--- src/rtl/hsk_pkg.sv ---
package hsk_pkg;
  typedef enum logic [1:0] {
    ST_IDLE    = 2'd0,
    ST_SETTLE  = 2'd1,
    ST_REQ     = 2'd2,
    ST_RELEASE = 2'd3
  } hsk_state_e;
endpackage

--- src/rtl/hsk_sync2.sv ---
module hsk_sync2 #(
  parameter int STAGES = 2
) (
  input  logic clk,
  input  logic rst_n,
  input  logic d_i,
  output logic q_o
);
  logic [STAGES-1:0] chain_q;

  always_ff @(posedge clk) begin
    if (!rst_n) chain_q <= '0;
    else        chain_q <= {chain_q[STAGES-2:0], d_i};
  end

  assign q_o = chain_q[STAGES-1];
endmodule

--- src/rtl/hsk_timer.sv ---
module hsk_timer #(
  parameter int CW = 4
) (
  input  logic          clk,
  input  logic          rst_n,
  input  logic          load_i,
  input  logic [CW-1:0] load_val_i,
  output logic          zero_o
);
  logic [CW-1:0] cnt_q;

  always_ff @(posedge clk) begin
    if (!rst_n)          cnt_q <= '0;
    else if (load_i)     cnt_q <= load_val_i;
    else if (cnt_q != 0) cnt_q <= cnt_q - 1'b1;
  end

  assign zero_o = (cnt_q == '0);
endmodule

--- src/rtl/hsk_seq.sv ---
module hsk_seq
  import hsk_pkg::*;
#(
  parameter int AW          = 16,
  parameter int DW          = 16,
  parameter int SETTLE      = 2,
  parameter int ACK_TIMEOUT = 16,
  parameter int CW          = 5
) (
  input  logic          clk,
  input  logic          rst_n,
  input  logic          cmd_valid_i,
  output logic          cmd_ready_o,
  input  logic          cmd_write_i,
  input  logic [AW-1:0] cmd_addr_i,
  input  logic [DW-1:0] cmd_wdata_i,
  input  logic          ack_s_i,
  input  logic          tmr_zero_i,
  output logic          tmr_load_o,
  output logic [CW-1:0] tmr_val_o,
  output logic          rsp_valid_o,
  output logic          rsp_timeout_o,
  output logic [DW-1:0] rsp_rdata_o,
  output logic [AW-1:0] bus_addr_o,
  output logic          bus_addr_oe_o,
  output logic          bus_write_o,
  output logic [DW-1:0] bus_wdata_o,
  output logic          bus_data_oe_o,
  input  logic [DW-1:0] bus_rdata_i,
  output logic          bus_req_o
);
  hsk_state_e    state_q, state_n;
  logic [AW-1:0] addr_q;
  logic [DW-1:0] wdata_q, rdata_q;
  logic          wr_q, req_q, drive_q, rsp_q, tmo_q;
  logic          accept, finish, expire, capture;

  assign cmd_ready_o = (state_q == ST_IDLE) && !ack_s_i;
  assign accept      = cmd_valid_i && cmd_ready_o;

  always_comb begin
    state_n    = state_q;
    tmr_load_o = 1'b0;
    tmr_val_o  = '0;
    finish     = 1'b0;
    expire     = 1'b0;
    capture    = 1'b0;
    unique case (state_q)
      ST_IDLE: if (accept) begin
        state_n    = ST_SETTLE;
        tmr_load_o = 1'b1;
        tmr_val_o  = CW'(SETTLE - 1);
      end
      ST_SETTLE: if (tmr_zero_i) begin
        state_n    = ST_REQ;
        tmr_load_o = 1'b1;
        tmr_val_o  = CW'(ACK_TIMEOUT - 1);
      end
      ST_REQ: if (ack_s_i) begin
        state_n = ST_RELEASE;
        capture = !wr_q;
      end else if (tmr_zero_i) begin
        state_n = ST_IDLE;
        expire  = 1'b1;
      end
      ST_RELEASE: if (!ack_s_i) begin
        state_n = ST_IDLE;
        finish  = 1'b1;
      end
      default: state_n = ST_IDLE;
    endcase
  end

  always_ff @(posedge clk) begin
    if (!rst_n) begin
      state_q <= ST_IDLE;
      req_q   <= 1'b0;
      drive_q <= 1'b0;
      rsp_q   <= 1'b0;
      tmo_q   <= 1'b0;
      addr_q  <= '0;
      wdata_q <= '0;
      rdata_q <= '0;
      wr_q    <= 1'b0;
    end else begin
      state_q <= state_n;
      req_q   <= (state_n == ST_REQ);
      drive_q <= (state_n != ST_IDLE);
      rsp_q   <= finish || expire;
      if (finish || expire) tmo_q <= expire;
      if (accept) begin
        addr_q  <= cmd_addr_i;
        wr_q    <= cmd_write_i;
        wdata_q <= cmd_wdata_i;
      end
      if (capture) rdata_q <= bus_rdata_i;
    end
  end

  assign bus_req_o     = req_q;
  assign bus_addr_oe_o = drive_q;
  assign bus_data_oe_o = drive_q && wr_q;
  assign bus_addr_o    = addr_q;
  assign bus_write_o   = wr_q;
  assign bus_wdata_o   = wdata_q;
  assign rsp_valid_o   = rsp_q;
  assign rsp_timeout_o = tmo_q;
  assign rsp_rdata_o   = rdata_q;

  a_r2_no_data_drive_on_read: assert property (@(posedge clk) disable iff (!rst_n)
    bus_data_oe_o |-> (bus_write_o && bus_addr_oe_o));
  a_r3_req_after_address: assert property (@(posedge clk) disable iff (!rst_n)
    $rose(bus_req_o) |-> $past(bus_addr_oe_o));
  a_r4_hold_req: assert property (@(posedge clk) disable iff (!rst_n)
    (bus_req_o && !ack_s_i && !tmr_zero_i) |=> bus_req_o);
  a_r4_drop_req_on_ack: assert property (@(posedge clk) disable iff (!rst_n)
    (bus_req_o && ack_s_i) |=> !bus_req_o);
  a_r6_no_accept_while_ack: assert property (@(posedge clk) disable iff (!rst_n)
    (cmd_valid_i && cmd_ready_o) |-> !ack_s_i);
  a_r6_single_pulse: assert property (@(posedge clk) disable iff (!rst_n)
    rsp_valid_o |=> !rsp_valid_o);
  a_r7_address_stable: assert property (@(posedge clk) disable iff (!rst_n)
    (bus_addr_oe_o && $past(bus_addr_oe_o)) |-> ($stable(bus_addr_o) && $stable(bus_write_o)));
  a_r8_timeout_releases_req: assert property (@(posedge clk) disable iff (!rst_n)
    (rsp_valid_o && rsp_timeout_o) |-> !bus_req_o);
  a_r9_busy_not_ready: assert property (@(posedge clk) disable iff (!rst_n)
    bus_addr_oe_o |-> !cmd_ready_o);
endmodule

--- src/rtl/hsk_bus_master.sv ---
module hsk_bus_master #(
  parameter int AW          = 16,
  parameter int DW          = 16,
  parameter int SETTLE      = 2,
  parameter int ACK_TIMEOUT = 16,
  parameter int SYNC_STAGES = 2
) (
  input  logic          clk,
  input  logic          rst_n,
  input  logic          cmd_valid_i,
  output logic          cmd_ready_o,
  input  logic          cmd_write_i,
  input  logic [AW-1:0] cmd_addr_i,
  input  logic [DW-1:0] cmd_wdata_i,
  output logic          rsp_valid_o,
  output logic          rsp_timeout_o,
  output logic [DW-1:0] rsp_rdata_o,
  output logic [AW-1:0] bus_addr_o,
  output logic          bus_addr_oe_o,
  output logic          bus_write_o,
  output logic [DW-1:0] bus_wdata_o,
  output logic          bus_data_oe_o,
  input  logic [DW-1:0] bus_rdata_i,
  output logic          bus_req_o,
  input  logic          bus_ack_i
);
  localparam int TMAX = (SETTLE > ACK_TIMEOUT) ? SETTLE : ACK_TIMEOUT;
  localparam int CW   = $clog2(TMAX + 1);

  logic          ack_s, tmr_load, tmr_zero;
  logic [CW-1:0] tmr_val;

  hsk_sync2 #(.STAGES(SYNC_STAGES)) u_ack_sync (
    .clk(clk), .rst_n(rst_n), .d_i(bus_ack_i), .q_o(ack_s)
  );

  hsk_timer #(.CW(CW)) u_timer (
    .clk(clk), .rst_n(rst_n), .load_i(tmr_load), .load_val_i(tmr_val), .zero_o(tmr_zero)
  );

  hsk_seq #(
    .AW(AW), .DW(DW), .SETTLE(SETTLE), .ACK_TIMEOUT(ACK_TIMEOUT), .CW(CW)
  ) u_seq (
    .clk(clk), .rst_n(rst_n),
    .cmd_valid_i(cmd_valid_i), .cmd_ready_o(cmd_ready_o), .cmd_write_i(cmd_write_i),
    .cmd_addr_i(cmd_addr_i), .cmd_wdata_i(cmd_wdata_i),
    .ack_s_i(ack_s), .tmr_zero_i(tmr_zero), .tmr_load_o(tmr_load), .tmr_val_o(tmr_val),
    .rsp_valid_o(rsp_valid_o), .rsp_timeout_o(rsp_timeout_o), .rsp_rdata_o(rsp_rdata_o),
    .bus_addr_o(bus_addr_o), .bus_addr_oe_o(bus_addr_oe_o), .bus_write_o(bus_write_o),
    .bus_wdata_o(bus_wdata_o), .bus_data_oe_o(bus_data_oe_o), .bus_rdata_i(bus_rdata_i),
    .bus_req_o(bus_req_o)
  );
endmodule

--- config.mk ---
export PLATFORM = sky130hd
export DESIGN_NAME = hsk_bus_master
export DESIGN_NICKNAME = d
export VERILOG_FILES = /design/src/rtl/hsk_pkg.sv /design/src/rtl/hsk_sync2.sv /design/src/rtl/hsk_timer.sv /design/src/rtl/hsk_seq.sv /design/src/rtl/hsk_bus_master.sv
export SDC_FILE = /design/constraint.sdc
export NUM_CORES = 1
export LEC_CHECK = 0
export ABC_AREA = 1
export BUFFER_PORTS_ARGS = -buffer_cell sky130_fd_sc_hd__buf_4
export CAP_MARGIN = 20
export CORE_UTILIZATION = 35
export CTS_CLUSTER_SIZE = 14
export DETAILED_ROUTE_END_ITERATION = 7
export GPL_TIMING_DRIVEN = 0
export SETUP_SLACK_MARGIN = 0.02
export SLEW_MARGIN = 20
export SYNTH_ARGS = -nofsm -noshare
export SYNTH_HDL_FRONTEND = slang
export SYNTH_SLANG_ARGS = --single-unit
--- constraint.sdc ---
create_clock -name clk -period 1.25 [get_ports clk]
set_clock_uncertainty 0.1 [all_clocks]
set_input_delay 0.125 -clock clk [delete_from_list [all_inputs] [get_ports clk]]
set_output_delay 0.125 -clock clk [all_outputs]
set_load 0.02 [all_outputs]
==> qor.txt <==
GLOBAL ROUTE
-------------------------------------------------------------------------------------------------
Number of global-route vias before repair                                                    2745
Global Route Usage Sum                                                                      22.5%
GR Overflow Total                                                                               0
Wire length of the first global-routing pass                                             12700 um
Initial antenna violation count                                                                 0
Largest net degree at the start of global routing                                              13

DETAILED ROUTING
-------------------------------------------------------------------------------------------------
Per-cell via count in the routed design                                                      4.78
Routed wire length                                                                        8400 um
Via count of the routed design                                                               2802
Starting DRC count in detailed routing                                                        133
WL per Instance                                                                           14.3 um
Number of optimization iterations in the first detailed-route pass                              6
DRT antenna net count                                                                           0
Residual DRC count                                                                              3

CRITICAL PATH
-------------------------------------------------------------------------------------------------
Largest incremental delay on the critical path                                             370 ps
Crit path buffers/inverters                                                                     3
Cell chain of the critical path                                                      nor3_4 > buf_4 > buf_8 > buf_6 > nand3_2 > a21oi_2
Master of the slowest instance on the critical path                                  sky130_fd_sc_hd__dfxtp_4
Arrival time of the worst setup path                                                      1580 ps
Crit. End Element                                                                            flop
Dominant delay contributor by cell family on the critical path                       buffers and inverters
Start-to-end type of the worst setup path                                                 reg2reg
Critical path required time                                                               1420 ps
Peak fanout along the critical path                                                             6
Worst setup SP type                                                                          flop

CLOCK NETWORK
-------------------------------------------------------------------------------------------------
Clock tree root buffer cell                                                          sky130_fd_sc_hd__clkbuf_8
Number of buffers on the longest clock path                                                     2
TritonCTS buffer count                                                                          9
Clock latency at the later pin of the worst-skew pair                                      340 ps
H-tree depth reported by CTS                                                                    3
CTS tree                                                                                     done
Count of clock tree sinks                                                                      62
Clock transition at the registers of the reported paths                                     70 ps

LOGIC SYNTHESIS
-------------------------------------------------------------------------------------------------
Ys Warns                                                                                        0
Net count after synthesis                                                                     365
Number of instances in the synthesized netlist                                                310
Proportion of synthesized chip area in sequential cells                                     51.5%
Mapped cell area                                                                        2410 um^2
Number of distinct library cell variants in the gate-level netlist after synthesis             20
Mean area per synthesized cell                                                          7.77 um^2
Synth Register Bits                                                                            62

STA
-------------------------------------------------------------------------------------------------
Tightest slew margin relative to the limit                                                  52.5%
Final WS setup                                                                            -159 ps
Max-slew violation count                                                                        0
Least-Margin Pin Slew                                                                      712 ps
Number of endpoints failing setup at the final stage                                           51
Fraction of the cycle the final worst path needs                                             113%
Clock period minus final worst setup slack                                                1410 ps
Hold Fails Final Rpt                                                                            0
Unrepaired setup endpoints after global routing                                               yes
Fmax                                                                                      710 MHz

DIE
-------------------------------------------------------------------------------------------------
FP Rows                                                                                        29
Initial core utilization                                                                    37.1%
Die Width                                                                                 85.0 um
Number of I/O pins                                                                            108
Area of the die                                                                         7220 um^2
Die Ht                                                                                    85.0 um
Placeable core area                                                                     6490 um^2

WORST HOLD PATH
-------------------------------------------------------------------------------------------------
Hold Crit Class                                                                            in2reg

RUN STATUS
-------------------------------------------------------------------------------------------------
Violations in the final reports                                                      DRC, setup timing
Run status                                                                           finished, violations left

FINISH
-------------------------------------------------------------------------------------------------
Fraction of final layout cells sized beyond drive strength 1                                51.3%
Area growth, synth to finish                                                                99.3%
Area of the multi-input gates                                                           1450 um^2
Final net count                                                                               559
Utilization after layout                                                                    73.9%
Filler Cells Inserted                                                                         466
Most used cells in the layout excluding fill and tap cells                           sky130_fd_sc_hd__buf_4, sky130_fd_sc_hd__dfxtp_1, sky130_fd_sc_hd__dlygate4sd3_1
Register cell area after layout                                                         1260 um^2
Leading cell type in the layout, fill and taps excluded                              sky130_fd_sc_hd__buf_4
Antenna Cells                                                                                   0

POWER
-------------------------------------------------------------------------------------------------
Static power due to leakage                                                               2.12 nW
Power consumption                                                                       0.00758 W
Maximum resistive drop on vdd                                                             1.01 mV
Areal power density over the cells                                                   1580 nW/um^2

JOB
-------------------------------------------------------------------------------------------------
Number of max-cap violations                                                                    0

PLACEMENT
-------------------------------------------------------------------------------------------------
Final HPWL DP                                                                             4700 um
Placer's final routability congestion estimate                                              0.766
Port bufs                                                                                     106

[area by class of cell]
| cell class | count | share of cell area (%) |
|---|---|---|
| clock inverter | 6 | 0.938 |
| sequential | 62 | 26.2 |
| clock buffer | 10 | 2.87 |
| multi-input combinational | 207 | 30.3 |
| tap | 77 | 2.01 |
| inverter | 23 | 2.01 |
| buffer | 18 | 2.76 |
| timing repair buffer | 183 | 32.9 |
[worst min-delay path, delay by kind of cell]
kind	cells	cell delay [ps]
compound gates	1	40
buf+inv	2	300
[report_power, final]
part / switching (W) / internal (W) / leakage, nW
combinational: 0.00183 / 0.00163 / 1.52
clock: 0.000843 / 0.000783 / 0.0932
sequential: 0.000231 / 0.00226 / 0.510
total: 0.00291 / 0.00467 / 2.12
[cells in the mapped netlist]
library cell	number	area, um^2
sky130_fd_sc_hd__dfxtp_1	62	1240
sky130_fd_sc_hd__nand3_1	42	210
sky130_fd_sc_hd__nor3_1	2	10.0
sky130_fd_sc_hd__inv_4	1	6.26
sky130_fd_sc_hd__o21ai_0	17	85.1
sky130_fd_sc_hd__nand3b_1	1	7.51
sky130_fd_sc_hd__nand2_1	57	214
sky130_fd_sc_hd__clkinv_1	1	3.75
sky130_fd_sc_hd__nor3_4	2	32.5
sky130_fd_sc_hd__clkbuf_1	8	30.0
sky130_fd_sc_hd__a21oi_1	35	175
sky130_fd_sc_hd__buf_2	6	30.0
sky130_fd_sc_hd__o21ai_1	1	5.00
sky130_fd_sc_hd__buf_4	1	7.51
sky130_fd_sc_hd__inv_1	21	78.8
sky130_fd_sc_hd__nor2_1	37	139
sky130_fd_sc_hd__ha_1	2	25.0
sky130_fd_sc_hd__buf_6	3	33.8
sky130_fd_sc_hd__nor2_2	10	62.6
sky130_fd_sc_hd__nand2_4	1	11.3
[path summary, 6_finish.rpt]
path	to	slack (ps)	start	cells after the start
worst max register to register	u_seq.bus_wdata_o[6]$_SDFFE_PN0P_	-160	u_ack_sync.chain_q[1]$_SDFF_PN0_	6
worst min register to register	u_ack_sync.chain_q[1]$_SDFF_PN0_	320	u_ack_sync.chain_q[0]$_SDFF_PN0_	2
worst max-delay path	u_seq.bus_wdata_o[6]$_SDFFE_PN0P_	-160	u_ack_sync.chain_q[1]$_SDFF_PN0_	6
worst min-delay path	u_seq.bus_addr_o[14]$_SDFFE_PN0P_	80	rst_n	3
[metrics by stage]
stage / instance area, um^2 / hold slack, ps / std cells / setup TNS [ps] / worst slack, ps
floorplan: 2440 / 123 / 310 / -234 / -23.6
detailed placement: 3330 / 218 / 493 / -5690 / -209
CTS: 4360 / 37.1 / 577 / -2870 / -157
finish: 4800 / 79.7 / 586 / -3990 / -159
global route: 4800 / 88.1 / 586 / -6920 / -203
global placement: 3330 / 210 / 493 / -5820 / -184
[repair_timing]
action                                 4_1_cts  5_1_grt
resized for setup                           53       94
pin swaps                                   18       46
hold buffers                                51        0
endpoints found under the hold margin       57        0
buffers inserted                            14        8
gates cloned                                 3        2
setup endpoints to repair                   57       62
[per-layer routing]
layer	vias to the layer above	global-route usage [%]	part of all wire, %
met5	-	0	0
met4	0	9.86	2.6
met3	22	6.42	4.1
met2	80	39.4	53
met1	1303	25.6	40
li1	1397	-	-
[registers in the layout (all words and copies together), names as in the netlist]
register / cells
u_seq.bus_addr_o: 16
u_seq.bus_wdata_o: 16
u_seq.rsp_rdata_o: 16
u_timer.cnt_q: 5
u_ack_sync.chain_q: 2
u_seq.state_q: 2
u_seq.bus_addr_oe_o: 1
u_seq.bus_req_o: 1
u_seq.bus_write_o: 1
u_seq.rsp_timeout_o: 1
u_seq.rsp_valid_o: 1
[kinds of logic (layout without fill, tap and decap cells)]
kind of cell | after synthesis | after routing | share of synthesized area [%]
flip-flops | 62 | 62 | 51.5
AO/OA/AOI/OAI | 53 | 53 | 11.0
buffers and inverters | 41 | 240 | 7.90
adder cells (fa/ha/maj) | 2 | 2 | 1.04
AND/OR/NAND/NOR | 152 | 152 | 28.5
Note: power is estimated with default switching activity, not from simulation.
